==> src/rtl/dbg_trig_pkg.sv <==
package dbg_trig_pkg;
  typedef enum logic [1:0] {
    SEL_BRK_ADDR = 2'd0,
    SEL_BRK_EN   = 2'd1,
    SEL_STEP_CNT = 2'd2,
    SEL_STEP_LVL = 2'd3
  } dbg_sel_e;
endpackage

==> src/rtl/dbg_brk_match.sv <==
module dbg_brk_match #(
  parameter int ADDR_W = 32,
  parameter int DATA_W = 32
) (
  input  logic              clk,
  input  logic              rst_n,
  input  logic              wr_addr,
  input  logic              wr_en,
  input  logic [DATA_W-1:0] wr_data,
  input  logic              sync_strobe,
  input  logic              retire_valid,
  input  logic [ADDR_W-1:0] retire_pc,
  output logic [ADDR_W-1:0] shadow_addr,
  output logic              shadow_en,
  output logic [ADDR_W-1:0] act_addr,
  output logic              act_en,
  output logic              hit
);
  logic [ADDR_W-1:0] shadow_addr_nxt, act_addr_nxt;
  logic              shadow_en_nxt, act_en_nxt;
  logic              shadow_ld, act_ld;
  logic [ADDR_W-1:0] diff;

  // Software-visible copy: loaded by writes
  always_comb begin
    shadow_ld       = wr_addr | wr_en;
    shadow_addr_nxt = shadow_addr;
    shadow_en_nxt   = shadow_en;
    if (wr_addr) shadow_addr_nxt = wr_data[ADDR_W-1:0];
    if (wr_en)   shadow_en_nxt   = wr_data[0];
  end

  // Active copy: loaded from the pre-edge shadow value on sync
  always_comb begin
    act_ld       = sync_strobe;
    act_addr_nxt = shadow_addr;
    act_en_nxt   = shadow_en;
  end

  always_ff @(posedge clk or negedge rst_n) begin
    if (!rst_n) begin
      shadow_addr <= '0;
      shadow_en   <= 1'b0;
    end else if (shadow_ld) begin
      shadow_addr <= shadow_addr_nxt;
      shadow_en   <= shadow_en_nxt;
    end
  end

  always_ff @(posedge clk or negedge rst_n) begin
    if (!rst_n) begin
      act_addr <= '0;
      act_en   <= 1'b0;
    end else if (act_ld) begin
      act_addr <= act_addr_nxt;
      act_en   <= act_en_nxt;
    end
  end

  // Per-bit comparator
  for (genvar b = 0; b < ADDR_W; b++) begin : g_cmp
    assign diff[b] = retire_pc[b] ^ act_addr[b];
  end

  assign hit = retire_valid & act_en & ~(|diff);
endmodule

==> src/rtl/dbg_step_cnt.sv <==
module dbg_step_cnt #(
  parameter int CNT_W  = 32,
  parameter int LVL_W  = 4,
  parameter int DATA_W = 32
) (
  input  logic              clk,
  input  logic              rst_n,
  input  logic              wr_cnt,
  input  logic              wr_lvl,
  input  logic [DATA_W-1:0] wr_data,
  input  logic              retire_valid,
  input  logic [LVL_W-1:0]  cur_level,
  output logic [CNT_W-1:0]  step_cnt,
  output logic [LVL_W-1:0]  step_lvl,
  output logic              ovf_req
);
  logic             counting;
  logic             cnt_ld;
  logic [CNT_W-1:0] cnt_nxt;
  logic [LVL_W-1:0] lvl_nxt;

  always_comb begin
    counting = retire_valid && (cur_level < step_lvl);
    ovf_req  = counting && (&step_cnt);
    cnt_ld   = wr_cnt | counting;
    if (wr_cnt) cnt_nxt = wr_data[CNT_W-1:0];
    else        cnt_nxt = step_cnt + CNT_W'(1);
    lvl_nxt  = wr_data[LVL_W-1:0];
  end

  always_ff @(posedge clk or negedge rst_n) begin
    if (!rst_n)      step_cnt <= '0;
    else if (cnt_ld) step_cnt <= cnt_nxt;
  end

  always_ff @(posedge clk or negedge rst_n) begin
    if (!rst_n)      step_lvl <= '0;
    else if (wr_lvl) step_lvl <= lvl_nxt;
  end
endmodule

==> src/rtl/dbg_trig_unit.sv <==
module dbg_trig_unit
  import dbg_trig_pkg::*;
#(
  parameter int ADDR_W = 32,
  parameter int CNT_W  = 32,
  parameter int LVL_W  = 4,
  parameter int DATA_W = 32
) (
  input  logic              clk,
  input  logic              rst_n,
  input  logic              retire_valid,
  input  logic [ADDR_W-1:0] retire_pc,
  input  logic [LVL_W-1:0]  cur_level,
  input  logic              reg_wr_en,
  input  logic [1:0]        reg_wr_sel,
  input  logic [DATA_W-1:0] reg_wr_data,
  input  logic [1:0]        reg_rd_sel,
  output logic [DATA_W-1:0] reg_rd_data,
  input  logic              sync_strobe,
  output logic              ibrk_req,
  output logic              icnt_req
);
  dbg_sel_e          wsel, rsel;
  logic              wr_addr, wr_en, wr_cnt, wr_lvl;
  logic [ADDR_W-1:0] shadow_addr, act_addr;
  logic              shadow_en, act_en;
  logic [CNT_W-1:0]  step_cnt;
  logic [LVL_W-1:0]  step_lvl;

  always_comb begin
    wsel    = dbg_sel_e'(reg_wr_sel);
    wr_addr = reg_wr_en && (wsel == SEL_BRK_ADDR);
    wr_en   = reg_wr_en && (wsel == SEL_BRK_EN);
    wr_cnt  = reg_wr_en && (wsel == SEL_STEP_CNT);
    wr_lvl  = reg_wr_en && (wsel == SEL_STEP_LVL);
  end

  dbg_brk_match #(.ADDR_W(ADDR_W), .DATA_W(DATA_W)) u_brk (
    .clk         (clk),
    .rst_n       (rst_n),
    .wr_addr     (wr_addr),
    .wr_en       (wr_en),
    .wr_data     (reg_wr_data),
    .sync_strobe (sync_strobe),
    .retire_valid(retire_valid),
    .retire_pc   (retire_pc),
    .shadow_addr (shadow_addr),
    .shadow_en   (shadow_en),
    .act_addr    (act_addr),
    .act_en      (act_en),
    .hit         (ibrk_req)
  );

  dbg_step_cnt #(.CNT_W(CNT_W), .LVL_W(LVL_W), .DATA_W(DATA_W)) u_cnt (
    .clk         (clk),
    .rst_n       (rst_n),
    .wr_cnt      (wr_cnt),
    .wr_lvl      (wr_lvl),
    .wr_data     (reg_wr_data),
    .retire_valid(retire_valid),
    .cur_level   (cur_level),
    .step_cnt    (step_cnt),
    .step_lvl    (step_lvl),
    .ovf_req     (icnt_req)
  );

  // Read mux, zero-extended
  always_comb begin
    rsel        = dbg_sel_e'(reg_rd_sel);
    reg_rd_data = '0;
    unique case (rsel)
      SEL_BRK_ADDR: reg_rd_data[ADDR_W-1:0] = shadow_addr;
      SEL_BRK_EN:   reg_rd_data[0]          = shadow_en;
      SEL_STEP_CNT: reg_rd_data[CNT_W-1:0]  = step_cnt;
      SEL_STEP_LVL: reg_rd_data[LVL_W-1:0]  = step_lvl;
      default:      reg_rd_data             = '0;
    endcase
  end
endmodule

==> config.mk <==
export PLATFORM = sky130hd
export DESIGN_NAME = dbg_trig_unit
export DESIGN_NICKNAME = d
export VERILOG_FILES = /design/src/rtl/dbg_trig_pkg.sv /design/src/rtl/dbg_brk_match.sv /design/src/rtl/dbg_step_cnt.sv /design/src/rtl/dbg_trig_unit.sv
export SDC_FILE = /design/constraint.sdc
export NUM_CORES = 1
export LEC_CHECK = 0
export BUFFER_PORTS_ARGS = -buffer_cell sky130_fd_sc_hd__buf_4
export CAP_MARGIN = 20
export CORE_MARGIN = 2
export CORE_UTILIZATION = 50
export DETAILED_ROUTE_END_ITERATION = 12
export GPL_TIMING_DRIVEN = 0
export PLACE_DENSITY = 0.75
export SYNTH_ARGS = -nofsm -noshare
export SYNTH_HDL_FRONTEND = slang
export SYNTH_SLANG_ARGS = --single-unit
==> constraint.sdc <==
create_clock -name clk -period 2.2 [get_ports clk]
set_input_delay 0.44 -clock clk [delete_from_list [all_inputs] [get_ports clk]]
set_output_delay 0.44 -clock clk [all_outputs]
set_load 0.02 [all_outputs]
==> results of run 1 <==
through the flow:
stage	cells	cell area, um^2	worst slack, ns	hold WS (ns)
2_1_floorplan	500	5475	-0.01339	0.1444
3_3_place_gp	743	6449	-0.4955	0.5122
3_5_place_dp	744	6476	-0.5237	0.5147
4_1_cts	779	6903	-0.6646	0.1193
5_1_grt	789	7146	-0.7427	0.1369
6_report	789	7146	-0.6600	0.08681
routing by layer:
layer	up-vias	routed length (um)	GRT usage [%]
li1	2088	-	-
met1	2333	6893	38.37
met2	224	7598	42.95
met3	33	1212	5.063
met4	0	418	10.81
met5	-	0	0
cell families after synthesis:
logic type,after synthesis,share of synthesized area (%)
simple gates,137,12.56
fa+ha+maj,4,0.9251
flops,102,47.18
buf+inv,40,2.937
compound gates,68,7.979
xor+xnor,46,7.447
mux,103,20.98
sequential cells by signal, indices dropped and copies added (netlist names):
register	count
u_brk.act_en	1
u_brk.shadow_en	1
u_brk.shadow_addr	32
u_cnt.step_lvl	4
u_brk.act_addr	32
u_cnt.step_cnt	32
path summary, 6_finish.rpt:
check	startpoint	endpoint	slack, ns
worst max register to register	u_cnt.step_lvl[2]	u_cnt.step_cnt[21]	-0.07
worst max-delay path	u_brk.act_addr[18]	ibrk_req	-0.66
worst min-delay path	rst_n	u_brk.shadow_addr[5]	0.09
worst min register to register	u_brk.act_addr[0]	u_brk.act_addr[0]	0.54
min in group clk	reg_wr_data[31]	u_brk.shadow_addr[31]	0.30
max in group asynchronous	rst_n	u_cnt.step_cnt[12]	1.42
layout make-up:
cell class | count | area [um^2] | share of cell area (%)
tap | 136 | 170.2 | 2.381
multi-input combinational | 359 | 2963 | 41.46
buffer | 27 | 166.4 | 2.329
clock inverter | 3 | 22.52 | 0.3152
clock buffer | 12 | 135.1 | 1.891
inverter | 12 | 45.04 | 0.6304
sequential | 102 | 2557 | 35.79
timing repair buffer | 138 | 1086 | 15.20
what timing repair did:
item                       4_1_cts  5_1_grt
setup endpoints to repair       52       38
buffers inserted                21        9
resized for setup               39       40
cloned                           0        1
pin swaps                       12       26
power by group through the flow:
stage | clock, W | combinational [W] | sequential, W
after floorplan | 0 | 0.00115 | 0.00262
after global placement | 0 | 0.00159 | 0.00277
after detailed placement | 0 | 0.00164 | 0.00279
after CTS | 0.00105 | 0.00182 | 0.00272
after global routing | 0.00114 | 0.00213 | 0.00279
final | 0.00106 | 0.00197 | 0.00275
cell usage in the layout (no fill, tap or decap), drive strengths merged:
master	n
buf	146
dfrtp	102
mux2	73
nor2	63
clkbuf	31
mux2i	29
xor2	23
xnor2	23
a21oi	20
a31oi	17
nand2	14
or3	13
nand4	12
inv	12
o21ai	12
or4	9
nand3	8
o31ai	7
nor4	7
a2111oi	5
ha	4
a22o	3
and3	3
a21o	3
clkinvlp	3
nand3b	2
and2	2
a211oi	2
mux4	1
nor2b	1
nor4b	1
and4	1
nor3b	1
==> impl_metrics.json, run 1 <==
{
  "status": "finished, violations left",
  "violations": "negative setup slack",
  "cts-buffers-inserted": 9,
  "wirelength_mm": 16.12,
  "ir_worst_vdd_mv": 0.3937,
  "critPathKind": "reg -> out",
  "die_h_um": 108.0,
  "cts-hold-fix-buffers": 0,
  "seq_area_frac_synth_pct": 47.18,
  "io_pins": 111,
  "fin_crit_sh_pct": 130.0,
  "drc": 0,
  "fin_skew_ns": 0.01383,
  "fillers": 772,
  "netSwitchingFraction_pct": 35.61,
  "worst-path-buf-inv": 1,
  "ys_warn_count": 0,
  "portBuffers": 107,
  "worst_path_max_delay_cell": "or4_4",
  "cp_top_family": "simple AND/OR/NAND/NOR gates",
  "drtPass1Iterations": 5,
  "vias_per_cell": 5.929,
  "setup_viol": 7,
  "initial_utilization_pct": 51.94,
  "synth_commonest_cells": "dfrtp_1, mux2_2, nor2_1",
  "clock_latency_ns": 0.37,
  "dp_hpwl_mm": 11.20,
  "clk_path_buf_depth": 2,
  "antenna_found_initial": 0,
  "synth_largest_area_cell": "dfrtp_1",
  "tns_ns": -1.133,
  "p_comb_share_pct": 34.1,
  "postLayoutSetupSlackWorst_ns": -0.6600,
  "cp.depth": 6,
  "ff2ff_path_depth": 9,
  "netlist_instances": 500,
  "grt_pass1_wl_mm": 24.11,
  "tightest_slew_ns": 0.8449,
  "grt_setup_unrepaired": "true",
  "num_vias": 4678,
  "overflow": 0,
  "end_kind": "primary output",
  "globalplace.congestion": 0.8677,
  "slew_violations": 0,
  "drive_above_1_share_pct": 42.11,
  "crit_path_max_fanout": 2,
  "tritoncts": "done",
  "antenna_cells": 0,
  "synthArstFlopShare_pct": 100.0,
  "fin_nets": 730,
  "path_clk_slew_ns": 0.10,
  "post_synth_num_cell_types": 37,
  "seqPwrFrac_pct": 47.6,
  "crit_required_ns": 1.76,
  "synth.area.top_cells": "dfrtp_1, mux2_2, mux2i_1",
  "die_area_um2": 11670,
  "max_freq_ghz": 0.3496,
  "drtIter0Drc": 480,
  "arrival_ns": 2.42,
  "syn_area_per_cell_um2": 10.82,
  "h-tree-depth": 3,
  "cp_cell_sequence": "xor2_1 -> nor4_1 -> nand4_1 -> or4_4 -> nor4_4 -> buf_4",
  "cts.sinks": 102,
  "synth_area_um2": 5410,
  "slowest_delay_ns": 0.50,
  "relSlewSlack_pct": 43.55,
  "p_int_w": 0.003717,
  "min_period_ns": 2.860,
  "grt_use_total_pct": 27.56,
  "synth_nets": 581,
  "grt_max_degree": 54,
  "switchingPower_w": 0.002056,
  "total_power_w": 0.005772,
  "yosysMostFrequentCell": "dfrtp_1",
  "die-width_um": 108.0,
  "final_antenna_net_count": 0,
  "p_leak_nw": 3.092,
  "syn_to_final_growth_pct": 32.08,
  "timing.hold.worst.class": "in -> async",
  "critPathLaunchType": "flop",
  "hold_viol_final": 0,
  "ys.flop_type": "dfrtp_1",
  "p_per_area_nw_per_um2": 807.8,
  "cts_root_buffer": "clkbuf_8",
  "first_global_vias": 4545,
  "std_cell_rows": 37,
  "drt-wirelength-per-cell_um": 20.43,
  "fin_util_pct": 68.60,
  "synth_edf_count": 0,
  "maxCapViolCount": 0,
  "core_um2": 10420,
  "ys_ff_latch": 102,
  "clockPowerShare_pct": 18.3,
  "yosysTopAreaCellShare_pct": 47.18
}
(Power assumes the default switching activity.)
==> inputs of run 2 (changes only) <==
--- a/config.mk
+++ b/config.mk
@@ -7,11 +7,11 @@
 export LEC_CHECK = 0
 export BUFFER_PORTS_ARGS = -buffer_cell sky130_fd_sc_hd__buf_4
 export CAP_MARGIN = 20
-export CORE_MARGIN = 2
 export CORE_UTILIZATION = 50
 export DETAILED_ROUTE_END_ITERATION = 12
 export GPL_TIMING_DRIVEN = 0
 export PLACE_DENSITY = 0.75
+export SKIP_CTS_REPAIR_TIMING = 1
 export SYNTH_ARGS = -nofsm -noshare
 export SYNTH_HDL_FRONTEND = slang
 export SYNTH_SLANG_ARGS = --single-unit
==> impl_metrics.json, run 2 (synthesis gave the netlist of run 1 again) <==
{
  "relSlewSlack_pct": 48.88,
  "h-tree-depth": 3,
  "antenna_found_initial": 0,
  "grt_use_total_pct": 27.89,
  "drtIter0Drc": 420,
  "fin_nets": 716,
  "place_inst": 744,
  "met3_usage_pct": 3.250,
  "fin_skew_ns": 0.01874,
  "cts.sinks": 102,
  "critPathKind": "reg -> out",
  "wirelength_mm": 15.61,
  "cts-buffers-inserted": 9,
  "p_per_area_nw_per_um2": 828.4,
  "std_cell_rows": 37,
  "tns_ns": -1.308,
  "clk_path_buf_depth": 2,
  "drtPass1Iterations": 5,
  "critPathLaunchType": "flop",
  "overflow": 0,
  "seq_area_um2": 2559,
  "setup_viol": 6,
  "maxCapViolCount": 0,
  "drt-wirelength-per-cell_um": 20.14,
  "min_period_ns": 2.771,
  "clock_latency_ns": 0.37,
  "portBuffers": 107,
  "final_area_um2": 6928,
  "grt_setup_unrepaired": "true",
  "fin_util_pct": 66.51,
  "cts_root_buffer": "clkbuf_8",
  "tritoncts": "done",
  "first_global_vias": 4448,
  "p_leak_nw": 3.000,
  "final_antenna_net_count": 0,
  "syn_to_final_growth_pct": 28.05,
  "ir_worst_vdd_mv": 0.3412,
  "postLayoutSetupSlackWorst_ns": -0.5706,
  "violations": "negative setup slack",
  "slowest_delay_ns": 0.50,
  "globalplace.congestion": 0.8346,
  "grtUsageMet2_pct": 41.83,
  "fin_crit_sh_pct": 125.9,
  "num_vias": 4577,
  "cp_cell_sequence": "xor2_1 -> nor4_1 -> nand4_1 -> or4_4 -> nor4_4 -> buf_4",
  "initial_utilization_pct": 51.94,
  "vias_per_cell": 5.906,
  "timing.hold.worst.class": "in -> async",
  "largestRegisters": "u_brk.act_addr: 32 flops, u_brk.shadow_addr: 32 flops, u_cnt.step_cnt: 32 flops",
  "met1_usage_pct": 41.16,
  "worst_path_max_delay_cell": "or4_4",
  "dp_hpwl_mm": 10.96,
  "core_um2": 10420,
  "slew_violations": 0,
  "end_kind": "primary output",
  "total_power_w": 0.005739,
  "worst-path-buf-inv": 1,
  "path_clk_slew_ns": 0.11,
  "final_cell_mix": "buf_4, dfrtp_1, mux2_2",
  "status": "finished, violations left",
  "multi_input_area_um2": 2849,
  "grt_pass1_wl_mm": 23.78,
  "dpl_cell_area_um2": 6476,
  "crit_required_ns": 1.76,
  "cp_top_family": "simple AND/OR/NAND/NOR gates",
  "die_h_um": 106.0,
  "max_freq_ghz": 0.3609,
  "tightest_slew_ns": 0.7652,
  "die-width_um": 106.0,
  "crit_path_max_fanout": 2,
  "stdcell_count": 775,
  "grt_max_degree": 55,
  "hold_viol_final": 0,
  "layout_commonest_cell": "buf_4",
  "drive_above_1_share_pct": 39.12,
  "antenna_cells": 0,
  "fillers": 816,
  "io_pins": 111,
  "busiest_layer": "met2",
  "arrival_ns": 2.33,
  "drc": 0,
  "die_area_um2": 11240
}
## run 2: worst paths after layout
path | startpoint | to | slack [ns] | cells after the start
max | u_brk.act_addr[20] | ibrk_req | -0.57 | 6
min | rst_n | u_brk.shadow_addr[26] | 0.12 | 1
max reg2reg | u_cnt.step_lvl[3] | u_cnt.step_cnt[26] | -0.08 | 9
min reg2reg | u_brk.act_en | u_brk.act_en | 0.53 | 1
max in group asynchronous | rst_n | u_cnt.step_cnt[12] | 1.37 | 2
min in group clk | reg_wr_data[24] | u_brk.shadow_addr[24] | 0.30 | 2
## run 2: area by class of cell
cell class / count / share of cell area (%)
multi-input combinational: 358 / 41.12
sequential: 102 / 36.93
timing repair buffer: 124 / 13.94
tap: 136 / 2.456
buffer: 28 / 2.167
clock buffer: 10 / 1.842
clock inverter: 5 / 0.8850
inverter: 12 / 0.6502
## run 2: power breakdown
| group | leakage [nW] | internal (W) | switching [W] |
|---|---|---|---|
| clock network | 0.0846 | 0.000523 | 0.000662 |
| registers | 1.18 | 0.00230 | 0.000470 |
| logic | 1.74 | 0.000911 | 0.000869 |
| total | 3.00 | 0.00374 | 0.00200 |
## run 2: through the flow
step                      setup WS (ns)  hold slack (ns)
after global routing            -0.6203           0.1743
after CTS                       -0.7781           0.1393
after detailed placement        -0.4766           0.5114
after floorplan                -0.01339           0.1444
after global placement          -0.4833           0.5052
final                           -0.5706           0.1246
## run 2: per-layer routing
metal  share of wire (%)  up-vias
met2                  47      220
met5                   0        -
li1                    -     2060
met3                 6.1       31
met1                  45     2266
met4                 2.3        0
